**config.mk**
```make
export PLATFORM = sky130hd
export DESIGN_NAME = dcbd_deser_top
export DESIGN_NICKNAME = d
export VERILOG_FILES = /design/src/rtl/dcbd_pkg.sv /design/src/rtl/dcbd_rst_sync.sv /design/src/rtl/dcbd_frame_align.sv /design/src/rtl/dcbd_lane_dec.sv /design/src/rtl/dcbd_deser_top.sv
export SDC_FILE = /design/constraint.sdc
export NUM_CORES = 1
export LEC_CHECK = 0
export ABC_AREA = 1
export BUFFER_PORTS_ARGS = -buffer_cell sky130_fd_sc_hd__buf_2
export CAP_MARGIN = 20
export CORE_AREA = 2 2 67 69
export CTS_CLUSTER_DIAMETER = 50
export DETAILED_ROUTE_END_ITERATION = 8
export DIE_AREA = 0 0 69 71
export GPL_TIMING_DRIVEN = 0
export PLACE_DENSITY_LB_ADDON = 0.1
export SLEW_MARGIN = 15
export SYNTH_ARGS = -nofsm -noshare
export SYNTH_HDL_FRONTEND = slang
export SYNTH_HIERARCHICAL = 1
export SYNTH_SLANG_ARGS = --single-unit
```
**constraint.sdc**
```tcl
create_clock -name clk_i -period 2.2 [get_ports clk_i]
set_input_delay 0.11 -clock clk_i [delete_from_list [all_inputs] [get_ports clk_i]]
set_output_delay 0.11 -clock clk_i [all_outputs]
set_load 0.01 [all_outputs]
```
**src/rtl/dcbd_pkg.sv**
```systemverilog
package dcbd_pkg;

  // Frame geometry: seven payload bits and two marker bits per lane frame.
  localparam int unsigned PAY_W      = 7;
  localparam int unsigned SLOTS      = PAY_W + 2;
  localparam int unsigned SLOT_W     = $clog2(SLOTS + 1);
  localparam int unsigned SLOT_MRK_A = 3;
  localparam int unsigned SLOT_MRK_B = 6;
  // Counter value meaning "not inside a frame".
  localparam logic [SLOT_W-1:0] SLOT_IDLE = SLOT_W'(SLOTS);
  localparam logic [SLOT_W-1:0] SLOT_LAST = SLOT_W'(SLOTS - 1);

  // Serial position of payload bit b inside the nine-slot frame.
  function automatic int unsigned pay_slot(input int unsigned b);
    if (b >= 5)      return b - 1;
    else if (b >= 2) return b - 2;
    else             return b + 7;
  endfunction

endpackage

```
**src/rtl/dcbd_rst_sync.sv**
```systemverilog
module dcbd_rst_sync (
  input  logic clk_i,
  input  logic rst_ni,
  output logic rst_no
);

  logic [1:0] sync_q;
  logic [1:0] sync_d;

  always_comb begin
    sync_d = {sync_q[0], 1'b1};
  end

  always_ff @(posedge clk_i or negedge rst_ni) begin
    if (!rst_ni) sync_q <= 2'b00;
    else         sync_q <= sync_d;
  end

  assign rst_no = sync_q[1];

endmodule

```
**src/rtl/dcbd_frame_align.sv**
```systemverilog
module dcbd_frame_align
  import dcbd_pkg::*;
(
  input  logic clk_i,
  input  logic rst_ni,
  input  logic ck_lane_i,
  output logic frm_done_o
);

  logic              ck_prev_q;
  logic [SLOT_W-1:0] slot_q;
  logic [SLOT_W-1:0] slot_cur;
  logic              rise;

  always_comb begin
    rise = ck_lane_i & ~ck_prev_q;
    if (rise)                   slot_cur = '0;
    else if (slot_q < SLOT_LAST) slot_cur = slot_q + SLOT_W'(1);
    else                        slot_cur = SLOT_IDLE;
    frm_done_o = (slot_cur == SLOT_LAST);
  end

  always_ff @(posedge clk_i or negedge rst_ni) begin
    if (!rst_ni) begin
      ck_prev_q <= 1'b0;
      slot_q    <= SLOT_IDLE;
    end else begin
      ck_prev_q <= ck_lane_i;
      slot_q    <= slot_cur;
    end
  end

  // a clock-lane rise starts a frame, so it cannot complete on the next sample.
  a_r7_rise_restarts: assert property (@(posedge clk_i) disable iff (!rst_ni)
    (ck_lane_i && !ck_prev_q) |=> !frm_done_o);

endmodule

```
**src/rtl/dcbd_lane_dec.sv**
```systemverilog
module dcbd_lane_dec
  import dcbd_pkg::*;
(
  input  logic             clk_i,
  input  logic             rst_ni,
  input  logic             ser_i,
  input  logic             frm_done_i,
  output logic [PAY_W-1:0] pay_o,
  output logic             err_o
);

  logic [SLOTS-2:0] sr_q;
  logic [SLOTS-2:0] sr_d;
  logic [SLOTS-1:0] frm;
  logic [PAY_W-1:0] raw;
  logic             mrk_a;
  logic             mrk_b;
  logic             flip;
  logic             bad;
  logic             err_q;
  logic             err_d;

  always_comb begin
    sr_d  = {ser_i, sr_q[SLOTS-2:1]};
    frm   = {ser_i, sr_q};
    mrk_a = frm[SLOT_MRK_A];
    mrk_b = frm[SLOT_MRK_B];
    flip  = mrk_a & ~mrk_b;
    bad   = ~(mrk_a ^ mrk_b);
    for (int unsigned b = 0; b < PAY_W; b++) begin
      raw[b] = frm[pay_slot(b)];
    end
    pay_o = flip ? ~raw : raw;
    err_d = err_q | (frm_done_i & bad);
  end

  always_ff @(posedge clk_i or negedge rst_ni) begin
    if (!rst_ni) begin
      sr_q  <= '0;
      err_q <= 1'b0;
    end else begin
      sr_q  <= sr_d;
      if (frm_done_i) err_q <= err_d;
    end
  end

  assign err_o = err_q;

  // the fault flag only moves at a frame boundary.
  a_r5_err_frame_only: assert property (@(posedge clk_i) disable iff (!rst_ni)
    !frm_done_i |=> $stable(err_o));

endmodule

```
**src/rtl/dcbd_deser_top.sv**
```systemverilog
module dcbd_deser_top
  import dcbd_pkg::*;
#(
  parameter int unsigned LANES = 3
) (
  input  logic                   clk_i,
  input  logic                   rst_ni,
  input  logic                   ck_lane_i,
  input  logic [LANES-1:0]       ser_i,
  output logic [LANES*PAY_W-1:0] word_o,
  output logic                   word_vld_o,
  output logic [LANES-1:0]       code_err_o
);

  localparam int unsigned WORD_W = LANES * PAY_W;

  logic              rst_s_n;
  logic              frm_done;
  logic [WORD_W-1:0] word_cur;
  logic [WORD_W-1:0] word_q;
  logic [WORD_W-1:0] word_d;
  logic              vld_q;
  logic              vld_d;

  dcbd_rst_sync u_rst (
    .clk_i  (clk_i),
    .rst_ni (rst_ni),
    .rst_no (rst_s_n)
  );

  dcbd_frame_align u_align (
    .clk_i      (clk_i),
    .rst_ni     (rst_s_n),
    .ck_lane_i  (ck_lane_i),
    .frm_done_o (frm_done)
  );

  for (genvar l = 0; l < LANES; l++) begin : g_lane
    dcbd_lane_dec u_dec (
      .clk_i      (clk_i),
      .rst_ni     (rst_s_n),
      .ser_i      (ser_i[l]),
      .frm_done_i (frm_done),
      .pay_o      (word_cur[l*PAY_W +: PAY_W]),
      .err_o      (code_err_o[l])
    );
  end

  always_comb begin
    word_d = frm_done ? word_cur : word_q;
    vld_d  = frm_done;
  end

  always_ff @(posedge clk_i or negedge rst_s_n) begin
    if (!rst_s_n) begin
      word_q <= '0;
      vld_q  <= 1'b0;
    end else begin
      word_q <= word_d;
      vld_q  <= vld_d;
    end
  end

  assign word_o     = word_q;
  assign word_vld_o = vld_q;

  // the strobe never lasts two cycles.
  a_r8_vld_single: assert property (@(posedge clk_i) disable iff (!rst_s_n)
    word_vld_o |=> !word_vld_o);

  // the word only changes together with its strobe.
  a_r8_word_hold: assert property (@(posedge clk_i) disable iff (!rst_s_n)
    !$stable(word_o) |-> word_vld_o);

  // a strobe follows a completed frame from the aligner.
  a_r7_vld_after_frame: assert property (@(posedge clk_i) disable iff (!rst_s_n)
    word_vld_o |-> $past(frm_done));

  // fault bits never clear while out of reset.
  a_r5_err_sticky: assert property (@(posedge clk_i) disable iff (!rst_s_n)
    ((code_err_o & $past(code_err_o)) == $past(code_err_o)));

endmodule

```
=== After elaboration in Yosys (flattened, before gate mapping) ===
Index checks and enable logic that the tools add are counted.

* Register bits: 56
* Output and inout port bits: 25
* Bits of input ports: 6

* Muxes and demuxes: 5
* Bitwise operators: 23
* $lt $le $gt $ge: 1
* Equal/unequal tests: 1
* Add/subtract/negate cells: 1

{| class="wikitable"
|+ Operators with widths
! cell !! number
|-
| 7-bit two-way mux || 3
|-
| 7-bit NOT || 3
|-
| 4-bit two-way mux || 2
|-
| 1-bit AND || 7
|-
| 1-bit NOT || 7
|-
| 4-bit by 1-bit adder with 4-bit output, second input constant || 1
|-
| 4-bit == test, second input constant || 1
|-
| 4-bit less-than comparator, second input constant || 1
|-
| 1-bit OR || 3
|-
| 1-bit XOR || 3
|}

=== Depth between registers and ports, before layout ===
* Depth in word-level cells: 6
* Mapped depth: 10
* Depth with buffers taken out: 9

=== Hierarchy ===
The synthesis kept the hierarchy.

{| class="wikitable"
|+ Modules (own cells, without submodules)
! module !! times used !! sequential area each (um^2) !! area an instance (um^2) !! cells an instance
|-
| dcbd_lane_dec || 3 || 225.2 || 372.9 || 44
|-
| dcbd_deser_top || 1 || 550.5 || 828.3 || 90
|-
| dcbd_frame_align || 1 || 127.6 || 242.7 || 27
|-
| dcbd_rst_sync || 1 || 50.0 || 53.8 || 3
|}

=== Worst setup path before layout ===
OpenSTA, ideal clock, no wires.

* Path kind: register to register
* From: register u_align.slot_q[0]
* To: register word_q[0], in the netlist word_o[0]
* Path buffers: 1
* Path slack: 569 ps
* Required time: 2,083 ps
* Period minus slack after synthesis: 1,631 ps
* Library setup time: 117 ps
* Cell stages (with the launch flop): 9
* Arrival: 1,514 ps
* Cells stage by stage: dfstp_2 ha_1 nand3_2 nand2_1 nor2_1 inv_2 buf_6 nand2_1 nand2_1

* Word-level cells in the longest chain between the ends: 4

{| class="wikitable"
|+ RTL lines
! item !! line !! source
|-
| from (decl) || dcbd_frame_align.sv:11 || <nowiki>logic [SLOT_W-1:0] slot_q;</nowiki>
|-
| from (signal assigned) || dcbd_frame_align.sv:29 || <nowiki>slot_q <= slot_cur;</nowiki>
|-
| 4-bit by 1-bit adder with 4-bit output or 4-bit less-than comparator (tied branches) || dcbd_frame_align.sv:18 || <nowiki>else if (slot_q < SLOT_LAST) slot_cur = slot_q + SLOT_W'(1);</nowiki>
|-
| 4-bit two-way mux (*) || dcbd_frame_align.sv:18 ||
|-
| 4-bit two-way mux (*) || dcbd_frame_align.sv:17 || <nowiki>if (rise) slot_cur = '0;</nowiki>
|-
| 4-bit == test (*) || dcbd_frame_align.sv:20 || <nowiki>frm_done_o = (slot_cur == SLOT_LAST);</nowiki>
|-
| named net frm_done || dcbd_deser_top.sv:18 || <nowiki>logic frm_done;</nowiki>
|-
| to (signal assigned) || dcbd_deser_top.sv:59 || <nowiki>word_q <= word_d;</nowiki>
|-
| to (decl) || dcbd_deser_top.sv:20 || <nowiki>logic [WORD_W-1:0] word_q;</nowiki>
|}

Mark *: on every way through the listed nets, which the timed path passes. The rest lies on a longest branch.
A chain may end at the register's enable or synchronous reset.

=== Final worst setup path ===
* From: register u_align.slot_q[0]
* To: register word_q[20], in the netlist word_o[20]

The elaborated chain is that of the path after synthesis.

==> out/qor.txt <==
Run status - finished clean
Max_slew headroom - 55.3%
Synth Flop Type - dfrtp_1
Endpoint of the worst-slack reg-to-reg timing path - word_o[20]
Combinational family with the most area after synthesis - simple AND/OR/NAND/NOR gates
Post-Layout Cell Count - 347
Actual slew at the worst max-slew pin - 668 ps
Global placer's final weighted congestion - 0.732
Compound-gate portion of the synthesized area - 0.613%
Routed WL - 3730 um
Hold bufs inserted after CTS - 5
Number of instances in the synthesized netlist - 252
Post-synthesis register bit count - 56
H-tree lvl count - 2
Total of warnings raised by yosys - 6
Worst setup slack for register-to-register paths - 240 ps
DP Cell Count - 335
Boundary Pins - 31
Worst reg2reg path startpoint - u_align/slot_q[0]
Number of enable-type register cells in the synthesized netlist - 0
Fraction of the mapped netlist area in simple logic gates - 24.7%
Number of buffers created by CTS - 5
First-pass detailed-route iteration total - 4
Number of antenna violations at the first check in global routing - 0
CP required - 2400 ps
Maximum operating frequency - 510 MHz
Clock-pin slew of the registers on the worst-case setup and hold paths - 90 ps
Iteration-0 DRC Markers - 48
Global route total overflow - 0
Top cells by area, synth - dfrtp_1 60%, nand2_1 23%, inv_1 5.7%, buf_6 2.5%, dfstp_2 2.3%
Worst Setup SP - u_align/slot_q[0]
R2R cell count - 8
Number of global-route vias before repair - 1,547
Most frequent cell after synthesis - nand2_1
Number of antenna cells inserted - 0
Post-Route Setup TNS - 0 ps
Multiplexer area fraction after synthesis - 0%
Proportion of register bits with asynchronous set or reset after synthesis - 100%
Fraction of synthesized cell area in xor and xnor cells - 0%
Num Clock Sinks - 56
Overall die width - 69 um
Area of the die - 4900 um2
Number of setup buffers added after CTS - 0
Post-CTS Resized - 0
Global-route wire length before repair - 6710 um
Clk Latency, worst-skew pair - 300 ps
Die Y-Extent - 71 um
Hold violation total from the final report - 0
Arrival time at the worst endpoint - 2160 ps
Mean post-synth cell area - 8.90 um2
Fin Clk Skew - 3.55 ps
Routed wire per std cell - 10.7 um
Commonest cells in the netlist - 136 x nand2_1, 54 x dfrtp_1, 34 x inv_1
Share of the clock period used by the worst path after layout - 89.1%
Number of vias per cell - 4.50
Combined area of all synthesized cells - 2240 um2
Largest buffer count on any clock path - 2
Core area - 4200 um2
Clock root buffer master - clkbuf_8
Number of failing setup endpoints in the final timing report - 0
Max-cap viol count - 0
Clock period minus final worst setup slack - 1960 ps
Post-detail-place hpwl - 2550 um
Worst supply voltage drop on vdd - 0.000542 V
Number of distinct library cells after synthesis - 15
Critical Path Start Type - flip-flop
Hold/Removal Path Class - primary input to asynchronous set/reset pin
Adder-cell share of the synthesized area - 2.23%
Total vias in the final route - 1,561
Syn Nets - 262
Initial standard-cell utilization of the core - 53.4%
Share of final-layout standard cells stronger than drive strength 1 - 19.0%
Worst-path maximum fanout - 10
Total leakage power - 0.00155 uW
Leading area contributor after synthesis - dfrtp_1
Path type of the worst setup path - flip-flop to flip-flop
Portion of the post-synthesis area used by sequential elements - 62.6%
Total Nets Final - 305
Antenna Violating Nets Remaining - 0
Final count of pins violating max slew - 0
Largest net degree at the start of global routing - 32
Number of I/O port buffers - 30
Area Overhead vs Synth - 16.2%
Site row count - 24
RSZ-0062 raised after global routing - no
TritonCTS clock tree - yes
Number of remaining DRC errors - 0
Yosys top cell area share - 60.2%
Cell Pwr Density - 1010 nW/um2
Total track usage - 17.7%
Category of the worst setup path capture point - flip-flop
==> power breakdown <==
| group | switching, uW | internal, uW |
|---|---|---|
| clock | 303 | 217 |
| sequential | 132 | 1270 |
| combinational | 403 | 298 |
==> area by class of cell <==
| type | count | area, um2 |
|---|---|---|
| plain buffers | 7 | 71.3 |
| clock buffers | 6 | 72.6 |
| clock inverters | 1 | 5.00 |
| fillers | 371 | 1600 |
| inverters | 39 | 146 |
| multi-input cells | 150 | 622 |
| flip-flops and latches | 56 | 1410 |
| well taps | 52 | 65.1 |
| repair buffers | 36 | 220 |
==> worst max path at each step <==
stage,endpoint,slack (ps),cells past startpoint
after floorplan,g_lane[0].u_dec/err_o,530,0
after global placement,word_o[9],-70,0
after detailed placement,word_o[5],230,8
after CTS,word_o[6],220,8
after global routing,word_o[20],90,9
final,word_o[20],240,8
==> per-layer routing <==
| layer | track usage, % | vias up | routed length, um |
|---|---|---|---|
| li1 | - | 811 | - |
| met1 | 20.6 | 712 | 1750 |
| met2 | 30.2 | 28 | 1750 |
| met3 | 4.56 | 10 | 149 |
| met4 | 9.15 | 0 | 90 |
| met5 | 0 | - | 0 |
==> worst max-delay path: stages (launching register included) <==
cell and delay, ps:
dfstp_2 560, ha_1 240, nand3_2 90, nand2_1 50, nor2_1 530, inv_2 120, buf_6 180, nand2_1 50
nand2_1 50
==> through the flow <==
step / instance area, um2 / hold slack, ps / worst slack, ps / total power, uW / util, %
floorplan: 2240 / -186 / 529 / 1860 / -
global placement: 2460 / -104 / -73.8 / 2110 / 58.5
detailed placement: 2480 / -102 / 232 / 2140 / 59.0
CTS: 2610 / 93.5 / 218 / 2680 / 62.0
global route: 2610 / 109 / 89.2 / 2820 / 62.0
finish: 2610 / 103 / 239 / 2630 / 62.0
==> cells by family after synthesis <==
kind of cell / Yosys count
DFF: 56
buffers and inverters: 46
adders and majority gates: 4
other: 1
and+or+nand+nor: 143
AOI/OAI and AO/OA: 2
==> sequential cells by signal, indices dropped and copies added (netlist names) <==
register / count
u_align/ck_prev_q: 1
u_align/slot_q: 4
u_rst/sync_q: 2
g_lane.u_dec/sr_q: 24
word_vld_o: 1
word_o: 21
g_lane.u_dec/err_o: 3
==> placed cells by master, fill, tap and decap left out, drive strengths merged <==
cell,synthesis,layout
a21oi,1,1
buf,7,38
clkbuf,0,6
clkinv,0,1
conb,1,1
dfrtp,54,54
dfstp,2,2
dlygate4sd3,0,5
ha,4,4
inv,39,39
nand2,137,137
nand3,4,4
nor2,2,2
o21ai,1,1
No activity file was read; power rests on OpenSTA's default activity.
